==> src/rtl/uart_tx_pkg.sv <==
package uart_tx_pkg;

  typedef enum logic [2:0] {
    PH_IDLE,
    PH_START,
    PH_DATA,
    PH_PARITY,
    PH_STOP
  } txPhase_e;

  // Control-to-datapath strobes
  typedef struct packed {
    logic     loadShift;  // move holding register into shift stage
    logic     shiftData;  // advance to next data bit
    txPhase_e phase;      // current frame section
  } txStrobes_t;

endpackage

==> src/rtl/uart_tx_datapath.sv <==
module uart_tx_datapath
  import uart_tx_pkg::*;
#(
  parameter int MIN_DATA_BITS = 5,
  parameter int LEN_SEL_W     = 2,
  parameter int DATA_W        = 8
) (
  input  logic                 clk,
  input  logic                 masterReset,
  input  logic [DATA_W-1:0]    holdData,
  input  logic                 holdLoad,
  input  logic [LEN_SEL_W-1:0] wordLen,
  input  logic                 parityOdd,
  input  txStrobes_t           strobes,
  output logic                 holdEmpty,
  output logic                 lineBit
);

  logic [DATA_W-1:0] holdReg;
  logic [DATA_W-1:0] shiftReg;
  logic [DATA_W-1:0] lenMask;
  logic              parityBit;
  logic              parityCalc;

  // Mask off bits beyond the selected character length
  always_comb begin
    lenMask = '0;
    for (int i = 0; i < DATA_W; i++) begin
      lenMask[i] = (i < (MIN_DATA_BITS + int'(wordLen)));
    end
    parityCalc = (^(holdReg & lenMask)) ^ parityOdd;
  end

  always_ff @(posedge clk or posedge masterReset) begin
    if (masterReset) begin
      holdReg   <= '0;
      holdEmpty <= 1'b1;
      shiftReg  <= '0;
      parityBit <= 1'b0;
    end else begin
      if (holdLoad) begin
        holdReg <= holdData;
      end
      if (holdLoad) begin
        holdEmpty <= 1'b0;
      end else if (strobes.loadShift) begin
        holdEmpty <= 1'b1;
      end
      if (strobes.loadShift) begin
        shiftReg  <= holdReg & lenMask;
        parityBit <= parityCalc;
      end else if (strobes.shiftData) begin
        shiftReg <= shiftReg >> 1;
      end
    end
  end

  // Line value for the current frame section
  always_comb begin
    unique case (strobes.phase)
      PH_START:  lineBit = 1'b0;
      PH_DATA:   lineBit = shiftReg[0];
      PH_PARITY: lineBit = parityBit;
      default:   lineBit = 1'b1;
    endcase
  end

  AST_LOAD_FILLS_HOLD: assert property (@(posedge clk) disable iff (masterReset)
    holdLoad |=> !holdEmpty) else $error("hold flag not cleared by load");

  AST_XFER_EMPTIES_HOLD: assert property (@(posedge clk) disable iff (masterReset)
    (strobes.loadShift && !holdLoad) |=> holdEmpty) else $error("hold flag not set by transfer");

  AST_SAME_CYCLE_KEEPS_FULL: assert property (@(posedge clk) disable iff (masterReset)
    (strobes.loadShift && holdLoad) |=> !holdEmpty) else $error("queued character lost");

endmodule

==> src/rtl/uart_tx_control.sv <==
module uart_tx_control
  import uart_tx_pkg::*;
#(
  parameter int OVERSAMPLE    = 16,
  parameter int MIN_DATA_BITS = 5,
  parameter int LEN_SEL_W     = 2,
  parameter int DATA_W        = 8
) (
  input  logic                 clk,
  input  logic                 masterReset,
  input  logic                 tick16,
  input  logic                 holdEmpty,
  input  logic                 txEnable,
  input  logic [LEN_SEL_W-1:0] wordLen,
  input  logic                 parityEn,
  input  logic                 twoStop,
  output txStrobes_t           strobes,
  output logic                 shiftEmpty
);

  localparam int CNT_W = (OVERSAMPLE > 1) ? $clog2(OVERSAMPLE) : 1;
  localparam int IDX_W = (DATA_W > 1) ? $clog2(DATA_W) : 1;
  localparam logic [CNT_W-1:0] CNT_LAST  = CNT_W'(OVERSAMPLE - 1);
  localparam logic [IDX_W-1:0] IDX_FIRST = IDX_W'(MIN_DATA_BITS - 1);

  txPhase_e         phase, phaseNext;
  logic [CNT_W-1:0] tickCnt, cntNext;
  logic [IDX_W-1:0] bitIdx, idxNext;
  logic [IDX_W-1:0] lastIdx;
  logic             withParity;
  logic             twoStopQ;
  logic             loadShift;
  logic             bitEnd;

  assign shiftEmpty = (phase == PH_IDLE);
  assign loadShift  = shiftEmpty && !holdEmpty && txEnable;
  assign bitEnd     = tick16 && (tickCnt == CNT_LAST) && !shiftEmpty;

  assign strobes.loadShift = loadShift;
  assign strobes.shiftData = bitEnd && (phase == PH_DATA);
  assign strobes.phase     = phase;

  always_comb begin
    phaseNext = phase;
    cntNext   = tickCnt;
    idxNext   = bitIdx;
    if (loadShift) begin
      phaseNext = PH_START;
      cntNext   = '0;
      idxNext   = '0;
    end else if (!shiftEmpty && tick16) begin
      cntNext = (tickCnt == CNT_LAST) ? '0 : tickCnt + 1'b1;
      if (bitEnd) begin
        unique case (phase)
          PH_START: begin
            phaseNext = PH_DATA;
            idxNext   = '0;
          end
          PH_DATA: begin
            if (bitIdx == lastIdx) begin
              phaseNext = withParity ? PH_PARITY : PH_STOP;
              idxNext   = '0;
            end else begin
              idxNext = bitIdx + 1'b1;
            end
          end
          PH_PARITY: begin
            phaseNext = PH_STOP;
            idxNext   = '0;
          end
          PH_STOP: begin
            if (twoStopQ && (bitIdx == '0)) begin
              idxNext = IDX_W'(1);
            end else begin
              phaseNext = PH_IDLE;
            end
          end
          default: phaseNext = PH_IDLE;
        endcase
      end
    end
  end

  always_ff @(posedge clk or posedge masterReset) begin
    if (masterReset) begin
      phase      <= PH_IDLE;
      tickCnt    <= '0;
      bitIdx     <= '0;
      lastIdx    <= '0;
      withParity <= 1'b0;
      twoStopQ   <= 1'b0;
    end else begin
      phase   <= phaseNext;
      tickCnt <= cntNext;
      bitIdx  <= idxNext;
      if (loadShift) begin
        lastIdx    <= IDX_FIRST + IDX_W'(wordLen);
        withParity <= parityEn;
        twoStopQ   <= twoStop;
      end
    end
  end

  AST_IDLE_HOLDS_WITHOUT_TICK: assert property (@(posedge clk) disable iff (masterReset)
    (!tick16 && !loadShift) |=> ($stable(phase) && $stable(tickCnt))) else $error("frame advanced without tick");

  AST_DATA_INDEX_RANGE: assert property (@(posedge clk) disable iff (masterReset)
    (phase == PH_DATA) |-> (bitIdx <= lastIdx)) else $error("data index past length");

  AST_IDLE_AFTER_STOP: assert property (@(posedge clk) disable iff (masterReset)
    ((phase == PH_IDLE) && ($past(phase) != PH_IDLE)) |-> ($past(phase) == PH_STOP)) else $error("frame ended outside stop");

  AST_XFER_NEEDS_ENABLE: assert property (@(posedge clk) disable iff (masterReset)
    loadShift |-> (txEnable && !holdEmpty)) else $error("transfer while disabled or empty");

endmodule

==> src/rtl/uart_tx_line.sv <==
module uart_tx_line
  import uart_tx_pkg::*;
#(
  parameter  int OVERSAMPLE    = 16,
  parameter  int MIN_DATA_BITS = 5,
  parameter  int LEN_SEL_W     = 2,
  localparam int DATA_W        = MIN_DATA_BITS + (1 << LEN_SEL_W) - 1
) (
  input  logic                 clk,
  input  logic                 masterReset,
  input  logic                 tick16,
  input  logic [DATA_W-1:0]    holdData,
  input  logic                 holdLoad,
  input  logic [LEN_SEL_W-1:0] wordLen,
  input  logic                 parityEn,
  input  logic                 parityOdd,
  input  logic                 twoStop,
  input  logic                 loopMode,
  input  logic                 txEnable,
  output logic                 serialOut,
  output logic                 loopSerial,
  output logic                 holdEmpty,
  output logic                 shiftEmpty
);

  txStrobes_t strobes;
  logic       lineBit;

  uart_tx_control #(
    .OVERSAMPLE   (OVERSAMPLE),
    .MIN_DATA_BITS(MIN_DATA_BITS),
    .LEN_SEL_W    (LEN_SEL_W),
    .DATA_W       (DATA_W)
  ) uCtrl (
    .clk        (clk),
    .masterReset(masterReset),
    .tick16     (tick16),
    .holdEmpty  (holdEmpty),
    .txEnable   (txEnable),
    .wordLen    (wordLen),
    .parityEn   (parityEn),
    .twoStop    (twoStop),
    .strobes    (strobes),
    .shiftEmpty (shiftEmpty)
  );

  uart_tx_datapath #(
    .MIN_DATA_BITS(MIN_DATA_BITS),
    .LEN_SEL_W    (LEN_SEL_W),
    .DATA_W       (DATA_W)
  ) uPath (
    .clk        (clk),
    .masterReset(masterReset),
    .holdData   (holdData),
    .holdLoad   (holdLoad),
    .wordLen    (wordLen),
    .parityOdd  (parityOdd),
    .strobes    (strobes),
    .holdEmpty  (holdEmpty),
    .lineBit    (lineBit)
  );

  // Line forced to mark in loop mode or when disabled; idle already yields mark
  assign serialOut  = lineBit | loopMode | ~txEnable;
  assign loopSerial = loopMode ? lineBit : 1'b1;

  AST_MARK_WHEN_EMPTY: assert property (@(posedge clk) disable iff (masterReset)
    shiftEmpty |-> (serialOut && loopSerial)) else $error("space while shifter empty");

  AST_LOOP_SILENCES_LINE: assert property (@(posedge clk) disable iff (masterReset)
    loopMode |-> serialOut) else $error("line active in loop mode");

  AST_DISABLED_IS_MARK: assert property (@(posedge clk) disable iff (masterReset)
    !txEnable |-> serialOut) else $error("line active while disabled");

endmodule

==> config.mk <==
export PLATFORM = sky130hd
export DESIGN_NAME = uart_tx_line
export DESIGN_NICKNAME = d
export VERILOG_FILES = /design/src/rtl/uart_tx_pkg.sv /design/src/rtl/uart_tx_datapath.sv /design/src/rtl/uart_tx_control.sv /design/src/rtl/uart_tx_line.sv
export SDC_FILE = /design/constraint.sdc
export NUM_CORES = 1
export LEC_CHECK = 0
export ABC_AREA = 0
export CORE_MARGIN = 3
export CORE_UTILIZATION = 54
export CTS_CLUSTER_DIAMETER = 30
export DETAILED_ROUTE_END_ITERATION = 10
export PLACE_DENSITY = 0.84
export SLEW_MARGIN = 20
export SYNTH_ARGS = -nofsm -noshare
export SYNTH_HDL_FRONTEND = slang
export SYNTH_SLANG_ARGS = --single-unit
==> constraint.sdc <==
create_clock -name clk -period 2.7 [get_ports clk]
set_input_delay 0.675 -clock clk [delete_from_list [all_inputs] [get_ports clk]]
set_output_delay 0.675 -clock clk [all_outputs]
set_load 0.01 [all_outputs]
After elaboration in Yosys (flattened, before gate mapping)
Index checks and enable logic that the tools add are counted.

Memories: 0. Bits of input ports: 19. RAM bits: 0. Word-level logic and storage cells: 78. Output and inout port bits: 4. Bits in latches: 0. Bits in read-only memories: 0. Bits in registers: 33.

Div/mod/pow operators: 0. Reductions and logical operators: 20. Shift-type cells: 0. Order comparisons: 8. Multipliers: 0. Add/sub/neg operators: 4. Bitwise logic cells: 5. Equal/unequal tests: 9. Multiplexer cells: 22.

Operators with widths (count): $lt 4x32->1 const A (4); $lt 3x32->1 const A (2); $mux 3 (11); $lt 2x32->1 const A (1); $mux 8 (2); $mux 4 (3); $pmux 3 s4 (1); $pmux 3 s3 (1); $and 8x8->8 (1); $reduce_and 4->1 (2); $reduce_bool 2->1 (4); $reduce_xor 8->1 (1); $logic_and 1x1->1 (7); $eq 3x2->1 const B (2); $logic_not 3->1 (2); $ne 3x2->1 const B (2); $add 3x2->4 const A (1); $add 4x1->4 const B (1); $eq 4x4->1 const B (1); $lt 1x4->1 const A (1); $reduce_bool 4->1 (1); $add 3x1->3 const B (1); $add 3x2->3 const A (1); $eq 3x1->1 const B (1); 10 further kinds (14).

Longest topological paths before layout
Gate-level depths: netlist of the first run.

Word-level depth: 7. Mapped depth: 7. Depth with buffers taken out: 7.

Cells and area by module
Synthesis of the first run repeated with hierarchy kept, for this count alone.

Cells, all modules: 165. Area, all modules: 1773.0 sq um.

By module, submodules not included: uart_tx_datapath (seq. area each 451.7 sq um, times used 1, cells each 76, area each 883.3 sq um); uart_tx_control (seq. area each 375.4 sq um, times used 1, cells each 87, area each 873.3 sq um); uart_tx_line (seq. area each 0.0 sq um, times used 1, cells each 2, area each 16.3 sq um).

Least setup slack after synthesis of the first run
OpenSTA, ideal clock, no wires.

Path type: register to register. From: register uCtrl.phase[0]. To: register uCtrl.phase[2]. Period minus slack after synthesis: 1877 ps. Path buffers: 1. Stages on the path, launching flop included: 7. Data arrival time: 1750 ps. Library setup time: 128 ps. Data required time: 2572 ps. Setup slack: 823 ps. Cell sequence: dfrtp_1 > or2_1 > buf_6 > nor3_4 > nor2_1 > a211o_1 > mux2_1.

Word-level cells in the longest chain between the ends: 5. Elaborated cells between the ends (all ways): 19. Classes of those cells: 6 x eq/ne; 4 x mux; 9 x reduce/logical.

RTL lines: start, declared (RTL line uart_tx_control.sv:26) `txPhase_e phase, phaseNext;`; start signal, assigned (RTL line uart_tx_control.sv:93) `phase <= phaseNext;`; $eq 3x3->1 (tied with other cells) (RTL line uart_tx_control.sv:54) `unique case (phase)`; $pmux 3 s4 (tied with other cells) (RTL line uart_tx_control.sv:54); $mux 3 (tied with other cells) (RTL line uart_tx_control.sv:53) `if (bitEnd) begin`; $mux 3 (tied with other cells) (RTL line uart_tx_control.sv:51) `end else if (!shiftEmpty && tick16) begin`; $mux 3 / $reduce_and 4->1 (equally long branches).

Several ways; a longest one is shown, not always the timed one. The select of a mux whose other input is x is not followed. A chain may end at the register's enable or synchronous reset.

Worst setup path in the final report of the first run
From: register uCtrl.phase[1]. To: output serialOut.

Word-level cells in the longest chain between the ends: 4. Elaborated cells between the ends (all ways): 6. Classes of those cells: 3 x eq/ne; 1 x mux; 2 x bitwise.

RTL lines: $eq 3x2->1 / $eq 3x1->1 (equally long branches) (RTL line uart_tx_datapath.sv:60) `unique case (strobes.phase)`; $pmux 1 s3 * (RTL line uart_tx_datapath.sv:60); $or 1x1->1 * (2 in series) (RTL line uart_tx_line.sv:64) `assign serialOut = lineBit | loopMode | ~txEnable;`; end, declared (RTL line uart_tx_line.sv:20) `output logic serialOut,`.

Every way passes the cells marked *; elsewhere a longest branch is shown, timed or not.

==> summary.txt, run 1 <==
outcome: finished clean
Port-buffer cells: 22
vias in the first global route: 1420
gpl congestion: 0.7561
DR DRC count: 0
clock transition at the registers of the reported paths: 100 ps
ys async rst share: 1.000
Final ANT Viol Nets: 0
flops & latches, synth: 33
wire per inst: 14.16 um
RSZ-0062 raised after global routing: no
Congestion Overflow GR: 0
Crit path max-delay family: buffers and inverters
peak supply drop: 511.5 uV
Crit-path slowest cell: clkdlybuf4s50_1
drt via density: 5.486
Worst setup EP type: primary output
worst r2r path cells: 6
hold buffers post-CTS: 0
Critical Path AT: 1880 ps
Syn. warnings: 0
FP Rows: 19
commonest cells after routing, fill and taps aside: nand2_1, dfrtp_1, clkdlybuf4s50_1, o21ai_0, nor2_1
H-tree Lvls: 2
via count: 1355
Num CTS Buffers: 5
core area: 2877 um^2
fin. max-slew vios: 0
Sw Ratio: 0.3585
die extent in y: 62.05 um
Tmin final: 2551 ps
Tot GR Track Use: 0.2215
drt total wl: 3.498 mm
cell-internal power: 0.9987 mW
CP Data Required Time: 2030 ps
crit-path max FO: 8
Seq pwr share: 0.479
Max stage delay on crit path: 540 ps
commonest non-fill, non-tap cell in the layout: nand2_1
Combinational Power Share: 0.315
CP startpoint kind: flip-flop
Ant. Diodes: 0
crit-path cells: nand2b_1 -> nor2_1 -> a21oi_1 -> nor2_2 -> nand3b_1 -> clkdlybuf4s50_1
max cap viols: 0
ys flop type: dfrtp_1
layout cells sized above 1: 0.1220
CTS tree: built
final total power: 1.557 mW
DPL Wire Length: 2.579 mm
area grow syn2layout: 20.72%
NetSw: 0.5581 mW
post-synth cell types: 38
Bufs on Longest Clock Path: 2
number of cells on the critical path: 6
largest net degree at the start of global routing: 34
Pre-antenna DRT Iters: 4
Buf/Inv on CP: 1
Worst Setup Path Type: reg -> out
initial antenna violation count: 0
clock skew: 6.079 ps
Max Fclk: 392.0 MHz
Least-Margin Pin Slew: 473.8 ps
Nets: 226
Synthesized Nets: 198
# IOs: 23
Hold/Removal Path Class: reg -> reg
Die Wd: 62.05 um
clock share of power: 0.206
first-pass GRT wire length: 6.189 mm
setup TNS: 0 ps
Avg Inst Size Synth: 9.640 um^2
Initial DRC Count: 70
Skew-Pair Late Insertion Delay: 350 ps
mapped cell area: 1697 um^2
die footprint: 3850 um^2
final hold vios: 0
worst hold stages: 1
Final Cycle Share: 0.9448
slew margin rel.: 0.6841
sequential share of the synthesized area: 0.4875
CTS sink cnt: 33
LEAKAGE: 0.8969 nW
EDFF count, synth: 0
PwrDens: 760.1 nW/um^2
Gate Count Post-Synth: 176
root buffer cell: clkbuf_4
setup violators final: 0
starting density of the core: 0.5898
routing by layer:
layer	track usage	part of all wire	up-vias
li1	-	-	663
met1	0.2500	0.40	653
met2	0.3935	0.54	31
met3	0.06818	0.037	8
met4	0.07576	0.023	0
met5	0	0	-
registers in the layout, summed over array words and instances, names as in the netlist:
register and flops:
uCtrl.twoStopQ 1, uCtrl.tickCnt 4, uCtrl.lastIdx 3, uPath.parityBit 1
uPath.holdReg 8, uPath.holdEmpty 1, uCtrl.bitIdx 3, uCtrl.phase 3
uCtrl.withParity 1, uPath.shiftReg 8
power groups by stage:
| stage | sequential [mW] | clock, mW | combinational, mW |
|---|---|---|---|
| 2_1_floorplan | 0.703 | 0 | 0.375 |
| 3_3_place_gp | 0.742 | 0 | 0.451 |
| 3_5_place_dp | 0.750 | 0 | 0.483 |
| 4_1_cts | 0.740 | 0.327 | 0.485 |
| 5_1_grt | 0.760 | 0.352 | 0.563 |
| 6_report | 0.746 | 0.321 | 0.490 |
cells in the mapped netlist (2+ instances only):
| master | count | share of area |
|---|---|---|
| mux2_2 | 8 | 0.053 |
| nand3_1 | 3 | 0.0088 |
| nor2_1 | 13 | 0.029 |
| clkbuf_1 | 3 | 0.0066 |
| nand2_1 | 34 | 0.075 |
| nor2b_1 | 2 | 0.0074 |
| xnor2_1 | 9 | 0.046 |
| mux2i_1 | 5 | 0.029 |
| xor2_1 | 3 | 0.015 |
| a21o_1 | 2 | 0.0088 |
| buf_2 | 2 | 0.0059 |
| a31oi_1 | 2 | 0.0074 |
| nand2b_1 | 3 | 0.011 |
| or3_1 | 2 | 0.0074 |
| a21oi_1 | 10 | 0.029 |
| dfrtp_1 | 32 | 0.47 |
| ha_1 | 3 | 0.022 |
| mux2_1 | 2 | 0.013 |
| o21ai_0 | 13 | 0.038 |
| inv_1 | 7 | 0.015 |
cells by family after synthesis:
family                   after synthesis  synth area share
flip-flops                            33            0.4875
AND/OR/NAND/NOR                       64            0.1718
buffers and inverters                 13           0.03466
adder cells (fa/ha/maj)                3           0.02213
AO/OA/AOI/OAI                         36            0.1261
multiplexers                          15           0.09587
XOR/XNOR                              12           0.06195
worst register-to-register path: stages (launching register included):
cell and delay (ps):
dfrtp_1 650, nor3_1 150, buf_4 180, nor2_1 190, nor2_1 80, a211o_1 310, mux2_1 320
through the flow:
| stage | cells | hold WS (ps) | area [um^2] | worst slack, ps | util |
|---|---|---|---|---|---|
| after floorplan | 176 | 445.6 | 1697 | 822.8 | - |
| after global placement | 239 | 460.6 | 1974 | 249.2 | 0.6864 |
| after detailed placement | 239 | 470.1 | 1974 | 215.9 | 0.6864 |
| after CTS | 247 | 495.9 | 2044 | 76.43 | 0.7107 |
| after global routing | 247 | 538.4 | 2048 | 16.02 | 0.7120 |
| final | 247 | 495.5 | 2048 | 149.0 | 0.7120 |
repair_timing:
item / CTS / global route
resized for setup: 0 / 2
setup buffers: 0 / 0
endpoints found under the hold margin: 0 / 0
endpoints found under the setup margin: 0 / 2
final cells by class:
type,count,area (um^2)
fillers,217,828.3
clock inverters,1,5.005
repair buffers,27,257.7
inverters,7,26.28
clock buffers,7,65.06
multi-input cells,130,813.3
flip-flops and latches,33,828.3
well taps,42,52.55
path summary, 6_finish.rpt:
check	from	endpoint	slack, ps
worst max-delay path	uCtrl.phase[1]	serialOut	150
worst min-delay path	uPath.shiftReg[6]	uPath.shiftReg[6]	500
worst max register to register	uCtrl.phase[2]	uCtrl.phase[0]	720
worst min register to register	uPath.shiftReg[6]	uPath.shiftReg[6]	500
max in group asynchronous	masterReset	uPath.holdEmpty	1670
min in group asynchronous	masterReset	uCtrl.bitIdx[2]	700
No activity file was read; power rests on OpenSTA's default activity.
==> inputs of run 2 (changes only) <==
--- a/config.mk
+++ b/config.mk
@@ -11,6 +11,7 @@
 export CTS_CLUSTER_DIAMETER = 30
 export DETAILED_ROUTE_END_ITERATION = 10
 export PLACE_DENSITY = 0.84
+export SKIP_CTS_REPAIR_TIMING = 1
 export SLEW_MARGIN = 20
 export SYNTH_ARGS = -nofsm -noshare
 export SYNTH_HDL_FRONTEND = slang
==> results of run 2 <==
Final layout, timing and power as in run 1 (identical DEF).
